--- config.mk ---
export PLATFORM = sky130hd
export DESIGN_NAME = sync_timing_gen
export DESIGN_NICKNAME = d
export VERILOG_FILES = /design/src/rtl/vtg_pkg.sv /design/src/rtl/vtg_regs.sv /design/src/rtl/vtg_axis_counter.sv /design/src/rtl/vtg_sync_decode.sv /design/src/rtl/sync_timing_gen.sv
export SDC_FILE = /design/constraint.sdc
export NUM_CORES = 1
export LEC_CHECK = 0
export BUFFER_PORTS_ARGS = -buffer_cell sky130_fd_sc_hd__buf_2
export CELL_PAD_IN_SITES_DETAIL_PLACEMENT = 1
export CELL_PAD_IN_SITES_GLOBAL_PLACEMENT = 2
export CORE_UTILIZATION = 40
export CTS_CLUSTER_SIZE = 40
export DETAILED_ROUTE_END_ITERATION = 8
export GPL_TIMING_DRIVEN = 0
export PLACE_DENSITY = 0.82
export SYNTH_ARGS = -nofsm -noshare
export SYNTH_HDL_FRONTEND = slang
export SYNTH_SLANG_ARGS = --single-unit
export TNS_END_PERCENT = 1
--- constraint.sdc ---
create_clock -name clk -period 5.8 [get_ports clk]
set_input_delay 0.58 -clock clk [delete_from_list [all_inputs] [get_ports clk]]
set_output_delay 0.58 -clock clk [all_outputs]
set_load 0.01 [all_outputs]
--- src/rtl/vtg_pkg.sv ---
// Shared constants and the timing configuration record.
// Assumes byte-wide register writes; wide fields are split into byte lanes.
package vtg_pkg;
    parameter int HW = 16;   // width of horizontal fields and x counter
    parameter int VW = 16;   // width of vertical total and y counter
    parameter int VSW = 8;   // width of short vertical fields
    parameter int AW = 4;    // register address width
    parameter int DW = 8;    // register data width

    localparam int HHI = HW - DW;  // bits held in a horizontal high byte
    localparam int VHI = VW - DW;  // bits held in the vertical total high byte

    localparam logic [AW-1:0] A_CTRL   = 4'd0;
    localparam logic [AW-1:0] A_HTOT_L = 4'd1;
    localparam logic [AW-1:0] A_HTOT_H = 4'd2;
    localparam logic [AW-1:0] A_HBLK_L = 4'd3;
    localparam logic [AW-1:0] A_HBLK_H = 4'd4;
    localparam logic [AW-1:0] A_HDLY_L = 4'd5;
    localparam logic [AW-1:0] A_HDLY_H = 4'd6;
    localparam logic [AW-1:0] A_HDUR_L = 4'd7;
    localparam logic [AW-1:0] A_HDUR_H = 4'd8;
    localparam logic [AW-1:0] A_VTOT_L = 4'd9;
    localparam logic [AW-1:0] A_VTOT_H = 4'd10;
    localparam logic [AW-1:0] A_VBLK   = 4'd11;
    localparam logic [AW-1:0] A_VDLY   = 4'd12;
    localparam logic [AW-1:0] A_VDUR   = 4'd13;

    typedef struct packed {
        logic           en;
        logic           hpol;
        logic           vpol;
        logic           ilace;
        logic [HW-1:0]  htot;
        logic [HW-1:0]  hblk;
        logic [HW-1:0]  hdly;
        logic [HW-1:0]  hdur;
        logic [VW-1:0]  vtot;
        logic [VSW-1:0] vblk;
        logic [VSW-1:0] vdly;
        logic [VSW-1:0] vdur;
    } tcfg_t;
endpackage

--- src/rtl/vtg_regs.sv ---
// Shadow and active timing registers.
// Writes land in the shadow copy; the active copy follows it whenever
// load is high (generator stopped, or last cycle of a frame).
module vtg_regs
    import vtg_pkg::*;
(
    input  logic          clk,
    input  logic          rst_n,
    input  logic          wr_en,
    input  logic [AW-1:0] wr_addr,
    input  logic [DW-1:0] wr_data,
    input  logic          load,
    output tcfg_t         shadow,
    output tcfg_t         active
);
    // Byte-lane writes into the shadow configuration.
    always_ff @(posedge clk) begin
        if (!rst_n) begin
            shadow <= '0;
        end else if (wr_en) begin
            case (wr_addr)
                A_CTRL: begin
                    shadow.en    <= wr_data[0];
                    shadow.hpol  <= wr_data[1];
                    shadow.vpol  <= wr_data[2];
                    shadow.ilace <= wr_data[3];
                end
                A_HTOT_L: shadow.htot[DW-1:0]  <= wr_data;
                A_HTOT_H: shadow.htot[HW-1:DW] <= wr_data[HHI-1:0];
                A_HBLK_L: shadow.hblk[DW-1:0]  <= wr_data;
                A_HBLK_H: shadow.hblk[HW-1:DW] <= wr_data[HHI-1:0];
                A_HDLY_L: shadow.hdly[DW-1:0]  <= wr_data;
                A_HDLY_H: shadow.hdly[HW-1:DW] <= wr_data[HHI-1:0];
                A_HDUR_L: shadow.hdur[DW-1:0]  <= wr_data;
                A_HDUR_H: shadow.hdur[HW-1:DW] <= wr_data[HHI-1:0];
                A_VTOT_L: shadow.vtot[DW-1:0]  <= wr_data;
                A_VTOT_H: shadow.vtot[VW-1:DW] <= wr_data[VHI-1:0];
                A_VBLK:   shadow.vblk <= wr_data[VSW-1:0];
                A_VDLY:   shadow.vdly <= wr_data[VSW-1:0];
                A_VDUR:   shadow.vdur <= wr_data[VSW-1:0];
                default: ;
            endcase
        end
    end

    // Transfer shadow to active at the permitted moments.
    always_ff @(posedge clk) begin
        if (!rst_n) begin
            active <= '0;
        end else if (load) begin
            active <= shadow;
        end
    end
endmodule

--- src/rtl/vtg_axis_counter.sv ---
// One raster axis counter: advances on step and wraps after limit-1.
// Held at zero while run is low. A limit of 0 or 1 wraps on every step.
module vtg_axis_counter #(
    parameter int W = 16
) (
    input  logic         clk,
    input  logic         rst_n,
    input  logic         run,
    input  logic         step,
    input  logic [W-1:0] limit,
    output logic [W-1:0] cnt,
    output logic         last
);
    localparam logic [W:0] ONE = {{W{1'b0}}, 1'b1};

    // Wrap point flag: the current count is the final position of the axis.
    always_comb begin
        last = run && (({1'b0, cnt} + ONE) >= {1'b0, limit});
    end

    // Position register.
    always_ff @(posedge clk) begin
        if (!rst_n || !run) begin
            cnt <= '0;
        end else if (step) begin
            cnt <= last ? '0 : cnt + 1'b1;
        end
    end
endmodule

--- src/rtl/vtg_sync_decode.sv ---
// Combinational decode of DE and both sync pulses from the counters.
// Assumes delay <= total on each axis; other values yield no pulse.
module vtg_sync_decode
    import vtg_pkg::*;
(
    input  tcfg_t         cfg,
    input  logic          run,
    input  logic [HW-1:0] hcnt,
    input  logic [VW-1:0] vcnt,
    input  logic          field,
    output logic          de,
    output logic          hsync,
    output logic          vsync
);
    localparam int VPAD = VW - VSW + 1;

    logic [HW:0]   hx, h_act, hs_start, hs_stop, h_half;
    logic [VW:0]   vx, v_act, vs_start, vs_stop;
    logic [VW+1:0] vline;
    logic          odd_shift, hpulse, vpulse;

    // Active-area and horizontal sync window.
    always_comb begin
        hx       = {1'b0, hcnt};
        vx       = {1'b0, vcnt};
        h_act    = {1'b0, cfg.htot} - {1'b0, cfg.hblk};
        v_act    = {1'b0, cfg.vtot} - {{VPAD{1'b0}}, cfg.vblk};
        hs_start = {1'b0, cfg.htot} - {1'b0, cfg.hdly};
        hs_stop  = hs_start + {1'b0, cfg.hdur};
        de       = run && (hx < h_act) && (vx < v_act);
        hpulse   = run && (hx >= hs_start) && (hx < hs_stop);
    end

    // Vertical sync window, shifted half a line in the second field.
    always_comb begin
        h_half    = {1'b0, cfg.htot} >> 1;
        odd_shift = field && (hx < h_half);
        vline     = {1'b0, vx} - {{(VW + 1){1'b0}}, odd_shift};
        vs_start  = {1'b0, cfg.vtot} - {{VPAD{1'b0}}, cfg.vdly};
        vs_stop   = vs_start + {{VPAD{1'b0}}, cfg.vdur};
        vpulse    = run && !vline[VW+1] &&
                    (vline[VW:0] >= vs_start) && (vline[VW:0] < vs_stop);
    end

    // Apply the programmed polarity.
    always_comb begin
        hsync = cfg.hpol ? hpulse : ~hpulse;
        vsync = cfg.vpol ? vpulse : ~vpulse;
    end
endmodule

--- src/rtl/sync_timing_gen.sv ---
// Top of the programmable sync/DE generator.
// Joins the register bank, the two axis counters, the field flag and the
// output decoder. All outputs are aligned to the same counter position.
module sync_timing_gen
    import vtg_pkg::*;
(
    input  logic          clk,
    input  logic          rst_n,
    input  logic          wr_en,
    input  logic [3:0]    wr_addr,
    input  logic [7:0]    wr_data,
    output logic          hsync_o,
    output logic          vsync_o,
    output logic          de_o,
    output logic [15:0]   x_o,
    output logic [15:0]   y_o,
    output logic          field_o
);
    tcfg_t         shadow_cfg, act_cfg;
    logic          run, h_last, v_last, frame_end, load, field_q;
    logic [HW-1:0] hcnt;
    logic [VW-1:0] vcnt;

    // Control strobes derived from the active state.
    always_comb begin
        run       = act_cfg.en;
        frame_end = h_last && v_last;
        load      = !run || frame_end;
    end

    vtg_regs u_regs (
        .clk     (clk),
        .rst_n   (rst_n),
        .wr_en   (wr_en),
        .wr_addr (wr_addr),
        .wr_data (wr_data),
        .load    (load),
        .shadow  (shadow_cfg),
        .active  (act_cfg)
    );

    vtg_axis_counter #(.W(HW)) u_hcnt (
        .clk   (clk),
        .rst_n (rst_n),
        .run   (run),
        .step  (1'b1),
        .limit (act_cfg.htot),
        .cnt   (hcnt),
        .last  (h_last)
    );

    vtg_axis_counter #(.W(VW)) u_vcnt (
        .clk   (clk),
        .rst_n (rst_n),
        .run   (run),
        .step  (h_last),
        .limit (act_cfg.vtot),
        .cnt   (vcnt),
        .last  (v_last)
    );

    // Field flag: toggles per frame when the incoming timing is interlaced.
    always_ff @(posedge clk) begin
        if (!rst_n || !run) begin
            field_q <= 1'b0;
        end else if (frame_end) begin
            field_q <= (shadow_cfg.ilace && shadow_cfg.en) ? ~field_q : 1'b0;
        end
    end

    vtg_sync_decode u_dec (
        .cfg   (act_cfg),
        .run   (run),
        .hcnt  (hcnt),
        .vcnt  (vcnt),
        .field (field_q),
        .de    (de_o),
        .hsync (hsync_o),
        .vsync (vsync_o)
    );

    // Position and field outputs.
    always_comb begin
        x_o     = hcnt;
        y_o     = vcnt;
        field_o = field_q;
    end
endmodule

==> flow_summary.toml, run 1 <==
[routing]
vias = 14491
drt-vias-per-instance = 5.44
drt_iter0_markers = 736
drt_pass1_iterations = 5
antenna_left = 0
wl_per_cell_um = 20.3
drt-total-wl_um = 54000
drc = 0

[grt]
grt_max_degree = 15
grt_overflow = 0
grt_pass1_vias = 14534
antenna_found_initial = 0
grt_pass1_wl_um = 83300
grt_use_total_pct = 24.6

[synth]
synth_edf_count = 0
synth_most_common_cell = "dfxtp_1"
synthTopCellsByArea = "dfxtp_1 29%, ha_1 16%, mux2i_1 6.4%, nor2b_1 5.2%, nand3_1 3.9%"
synthFlopType = "dfxtp_1"
syn_inst = 2000
synth.top_cell.area_share_pct = 29.4
synth_area_per_cell_um2 = 8.44
synth-seq-area-share_pct = 29.4
async_flop_share_pct = 0
yosysTopAreaCell = "dfxtp_1"
yosysWarnings = 0
synth-seq-cells = 248
netlist_top_cells_count = "248 x dfxtp_1, 217 x ha_1, 172 x nand2_1"
ys_types = 71
syn-num-nets = 2238
netlist_area_um2 = 16900

[outcome]
violations = "negative setup slack"
status = "complete, but fails checks"

[cts]
cts_sinks = 248
cts_hold_buf = 0
clkLatencyLatePin_ps = 570
cts_tree = "yes"
cts.path.max_buffers = 3
clk_pin_slew_worst_paths_ps = 60
cts_root_buf = "clkbuf_16"
cts_max_level = 1
cts_inserted_buffers = 29

[pwr]
total_power_mw = 3.98
leakage_nw = 7.72
ir_worst_vdd_mv = 0.190
pwr_density_cell_nw_per_um2 = 205

[place]
place.gp.congestion = 0.840
port_buffers = 49
dp_slack_ps = -510
hpwl_um = 42700

[min_path]
hp-class = "in2reg"

[sta]
finalSetupViolations = 2
setup_tns_ps = -261
worstMarginPinSlew_ps = 1190
hold_viol = 0
rsz0062_at_grt = "yes"
slew_violations = 0
slew_headroom_pct = 20.1
fmax_mhz = 168
fin_crit_sh_pct = 103
finalClockSkew_ps = 24.9
holdWs_ps = 330
min_period_ps = 5970
fin_ws_ps = -169

[floorplan]
start_util_pct = 41.0
die-area_um2 = 43100
die_h_um = 207
die_x_um = 207
io_pins = 51
row_count = 74
core-area_um2 = 41200

[critical_path]
cp.arrival_ps = 5390
cp-end-kind = "output pin"
cp_max_fo = 3
crit_type = "reg2out"
cp-start-kind = "register"
cp.required_ps = 5220

[cells_and_area]
drive_gt1_share_pct = 12.3
final_core_util_pct = 47.2
num_antenna_cells = 0
synthToLayoutAreaGrowth_pct = 15.0
nets = 2355

[job]
cap_violations = 0
[stage by stage]
step	cells	cell area, um2
2_1_floorplan	2000	16900
3_3_place_gp	2581	17800
3_5_place_dp	2582	17800
4_1_cts	2649	19100
5_1_grt	2666	19400
6_report	2666	19400
[logic make-up after synthesis]
kind of cell,Yosys count,share of synthesized area (%)
adders and majority gates,223,16.8
DFF,248,29.4
buffers and inverters,234,5.68
and+or+nand+nor,658,20.6
xor gates and xnor gates,121,6.27
muxes,108,6.40
AOI/OAI and AO/OA,408,14.8
[final timing paths]
kind	from	to	slack (ps)	cells past startpoint
setup / recovery	u_regs.active[24]	vsync_o	-170	22
hold / removal	wr_data[6]	u_regs.shadow[70]	330	3
hold reg to reg	u_regs.active[86]	u_regs.active[86]	450	2
setup reg to reg	u_vcnt.cnt[1]	u_vcnt.cnt[2]	930	18
[cell usage in the layout (no fill, tap or decap), types with 18 or more instances in the layout]
master     netlist  routed
dfxtp_1        248     237
ha_1           217     208
nand2_1        172     169
nor2b_1        140     139
nand3_1        133     132
inv_1          134     131
mux2i_1        108     108
o21ai_0         99      84
clkbuf_1        73      80
o21ai_1         70      76
a21oi_1         75      64
xnor2_1         64      62
nor2_1          63      62
buf_2           10      59
xor2_1          57      54
a21o_1          53      53
buf_4            0      34
nand2b_1        29      29
clkbuf_16        0      29
nand3_2         23      23
nand4_1         21      21
o21a_1          18      18
[registers in the layout, indices dropped and copies added (netlist names)]
register and cells:
field_o 1, u_vcnt.cnt 16, u_regs.active 107, u_hcnt.cnt 16, u_regs.shadow 108
[cell type report]
cell class | count | area [um2]
Buffer | 99 | 454
Clock buffer | 41 | 811
Clock inverter | 7 | 67.6
Fill cell | 4916 | 21800
Inverter | 135 | 509
Multi-Input combinational cell | 1518 | 11400
Sequential cell | 248 | 4980
Tap cell | 532 | 666
Timing Repair Buffer | 86 | 534
[per-layer routing]
metal | part of all wire, % | wire (um) | track usage, %
met5 | 0 | 0 | 0
met4 | 1.9 | 1020 | 5.07
met3 | 3.5 | 1870 | 2.56
met2 | 44 | 23500 | 38.5
met1 | 51 | 27600 | 36.1
[critical path, cell delays in order (launching register included)]
cell,delay [ps]
dfxtp_2,330
inv_2,60
ha_2,170
inv_1,50
fa_2,370
xor2_1,250
ha_1,290
buf_4,140
o21ai_0,140
nor2_1,60
o21a_1,190
o21ai_0,390
nand2b_1,150
a21oi_1,250
xor2_1,170
ha_1,260
a21oi_1,150
nor2b_1,60
o41ai_1,370
a21oi_1,180
nor4_4,450
xnor2_1,170
buf_2,150
[report_power, final]
group,internal [mW],switching (mW)
clock,1.01,0.722
combinational,0.218,0.303
sequential,1.72,0.0133
[repair_timing]
item                       CTS  global route
setup endpoints to repair    3             3
setup buffers               20            17
pin swaps                   38            39
cloned                       0             0
gates resized for setup     72            45
No activity file was read; power rests on OpenSTA's default activity.
==> run 2: changes to the inputs <==
--- a/config.mk
+++ b/config.mk
@@ -5,14 +5,15 @@
 export SDC_FILE = /design/constraint.sdc
 export NUM_CORES = 1
 export LEC_CHECK = 0
+export ABC_AREA = 1
 export BUFFER_PORTS_ARGS = -buffer_cell sky130_fd_sc_hd__buf_2
 export CELL_PAD_IN_SITES_DETAIL_PLACEMENT = 1
 export CELL_PAD_IN_SITES_GLOBAL_PLACEMENT = 2
-export CORE_UTILIZATION = 40
+export CORE_UTILIZATION = 36
 export CTS_CLUSTER_SIZE = 40
 export DETAILED_ROUTE_END_ITERATION = 8
 export GPL_TIMING_DRIVEN = 0
-export PLACE_DENSITY = 0.82
+export PLACE_DENSITY = 0.81
 export SYNTH_ARGS = -nofsm -noshare
 export SYNTH_HDL_FRONTEND = slang
 export SYNTH_SLANG_ARGS = --single-unit
==> flow_summary.toml, run 2 <==
[synth]
synth_edf_count = 0
synthFlopType = "dfxtp_1"
netlist_area_um2 = 17200
yosysTopAreaCell = "dfxtp_1"
synth-seq-area-share_pct = 28.9
synth-seq-cells = 248
synth_most_common_cell = "nor2_1"
synthTopCellsByArea = "dfxtp_1 29%, ha_1 16%, nor2_1 12%, nand2_1 8.4%, inv_1 7.1%"
ys_types = 45
yosysWarnings = 0
async_flop_share_pct = 0
syn_inst = 2537
synth.top_cell.area_share_pct = 28.9
synth_area_per_cell_um2 = 6.78
syn-num-nets = 2775
netlist_top_cells_count = "540 x nor2_1, 383 x nand2_1, 324 x inv_1"

[pwr]
total_power_mw = 4.91
ir_worst_vdd_mv = 0.221
pwr_density_cell_nw_per_um2 = 246
leakage_nw = 9.62

[outcome]
violations = "design-rule violations"
status = "complete, but fails checks"

[critical_path]
reg2reg_to = "u_hcnt.cnt[9]"
critPathMostFrequentCell = "buf_4"
cp-startpoint = "u_regs.active[92]"
rr_worst_depth = 18
reg2reg_from = "u_hcnt.cnt[2]"
cp-end-kind = "output pin"
cp.required_ps = 5220
worst_path_largest_cell_delay_ps = 370
cp.arrival_ps = 5030
crit_type = "reg2out"
crit_slowest_cell = "dfxtp_1"
cp-endpoint = "vsync_o"
reg2reg_slack_ps = 1440
cp-start-kind = "register"
cp_max_fo = 3

[cts]
clk_pin_slew_worst_paths_ps = 60
cts_tree = "yes"
cts_hold_buf = 0
cts_sinks = 248
cts_root_buf = "clkbuf_16"
cts_max_level = 1
cts.path.max_buffers = 3
cts_inserted_buffers = 31
clkLatencyLatePin_ps = 600

[place]
hpwl_um = 49500
place.gp.congestion = 0.881
dp_slack_ps = -165
placed_area_um2 = 18200
port_buffers = 49
dpl.cell_count = 3193

[cells_and_area]
design_area_um2 = 19900
fill_cells = 6050
nets = 2891
largest_reg_flops = 108
final_cells = 3281
num_antenna_cells = 0
top_regs = "u_regs.shadow: 108 flops, u_regs.active: 107 flops"
most-common-layout-cells = "533 x nor2_1, 375 x nand2_1, 306 x inv_1, 225 x dfxtp_1, 209 x ha_1"
regMostFlops = "u_regs.shadow"
final_core_util_pct = 42.6
synthToLayoutAreaGrowth_pct = 16.0
final_common_cell = "nor2_1"
drive_gt1_share_pct = 10.6

[sta]
finalClockSkew_ps = 17.6
rsz0062_at_grt = "yes"
fin_ws_ps = 189
hold_viol = 0
slew_violations = 0
min_period_ps = 5610
setup_tns_ps = 0
fin_crit_sh_pct = 96.7
finalSetupViolations = 0
worstMarginPinSlew_ps = 1170
slew_headroom_pct = 21.2
fmax_mhz = 178
holdWs_ps = 290

[routing]
wl_per_cell_um = 18.7
drt_iter0_markers = 916
antenna_left = 0
drt_pass1_iterations = 7
vias = 16757
drt-vias-per-instance = 5.11
drc = 2
drt-total-wl_um = 61500

[min_path]
hp-class = "in2reg"

[grt]
grt_pass1_vias = 16497
grt_overflow = 0
antenna_found_initial = 0
grt_use_total_pct = 25.2
grt_pass1_wl_um = 94100
grt_max_degree = 17

[floorplan]
io_pins = 51
die_x_um = 221
start_util_pct = 36.7
die_h_um = 221
core-area_um2 = 46900
die-area_um2 = 48600
row_count = 79

[job]
cap_violations = 0
run 2: cell count changes after synthesis, sizes merged, moves of 16 or more:
cell and delta:
nor2 +479, a21oi +72, xnor2 -38, mux2i -108
nand2 +213, nand2b -30, o21a -16, xor2 +27
nand3 +30, inv +192, clkbuf -40, a21o -42
nor2b -140, nor3 +19
run 2: repair_timing:
item                       CTS  global route
gates resized for setup     55            86
buffers inserted            12            22
setup endpoints to repair    2             2
pin swaps                   15            38
run 2: critical path, delay by kind of cell (launching register included):
kind                       cells  cell delay [ps]
adders and majority gates      3              680
and+or+nand+nor               10              920
xor gates and xnor gates       2              360
AOI/OAI and AO/OA              5              800
DFF                            1              370
buffers and inverters         10             1290
run 2: final cells by class:
class	count	area, um2	area share, %
plain buffers	74	333	1.67
well taps	607	759	3.81
repair buffers	83	500	2.51
clock inverters	8	184	0.922
multi-input cells	1888	11000	55.4
inverters	327	1230	6.19
flip-flops and latches	248	5010	25.1
clock buffers	46	872	4.37
run 2: cell families (layout without fill, tap and decap cells):
kind of cell | Yosys count | in the layout | share of synthesized area (%)
adders and majority gates | 223 | 223 | 16.5
xor gates and xnor gates | 110 | 110 | 5.60
AOI/OAI and AO/OA | 353 | 353 | 11.1
and+or+nand+nor | 1202 | 1202 | 28.9
buffers and inverters | 401 | 538 | 9.08
DFF | 248 | 248 | 28.9
run 2: how the worst min path moves through the flow:
stage | from | to | cells past startpoint
global route | wr_data[4] | u_regs.shadow[100] | 3
detailed placement | u_regs.shadow[105] | u_regs.shadow[105] | 2
global placement | u_regs.shadow[105] | u_regs.shadow[105] | 2
finish | wr_data[4] | u_regs.shadow[100] | 3
floorplan | u_regs.shadow[105] | u_regs.shadow[105] | 2
CTS | wr_data[4] | u_regs.shadow[100] | 3
run 2: power breakdown:
part           internal (mW)  switching (mW)  total (mW)
Clock                   1.26           0.781        2.04
Combinational          0.402           0.714        1.12
Sequential              1.73          0.0239        1.76
Total                   3.39            1.52        4.91
run 2: layer usage:
metal / share of wire (%) / up-vias / GRT usage [%]
met1: 53 / 8015 / 38.3
met4: 1.5 / 0 / 4.25
met3: 3.4 / 67 / 2.41
met2: 42 / 238 / 38.7
li1: - / 8437 / -
met5: 0 / - / 0
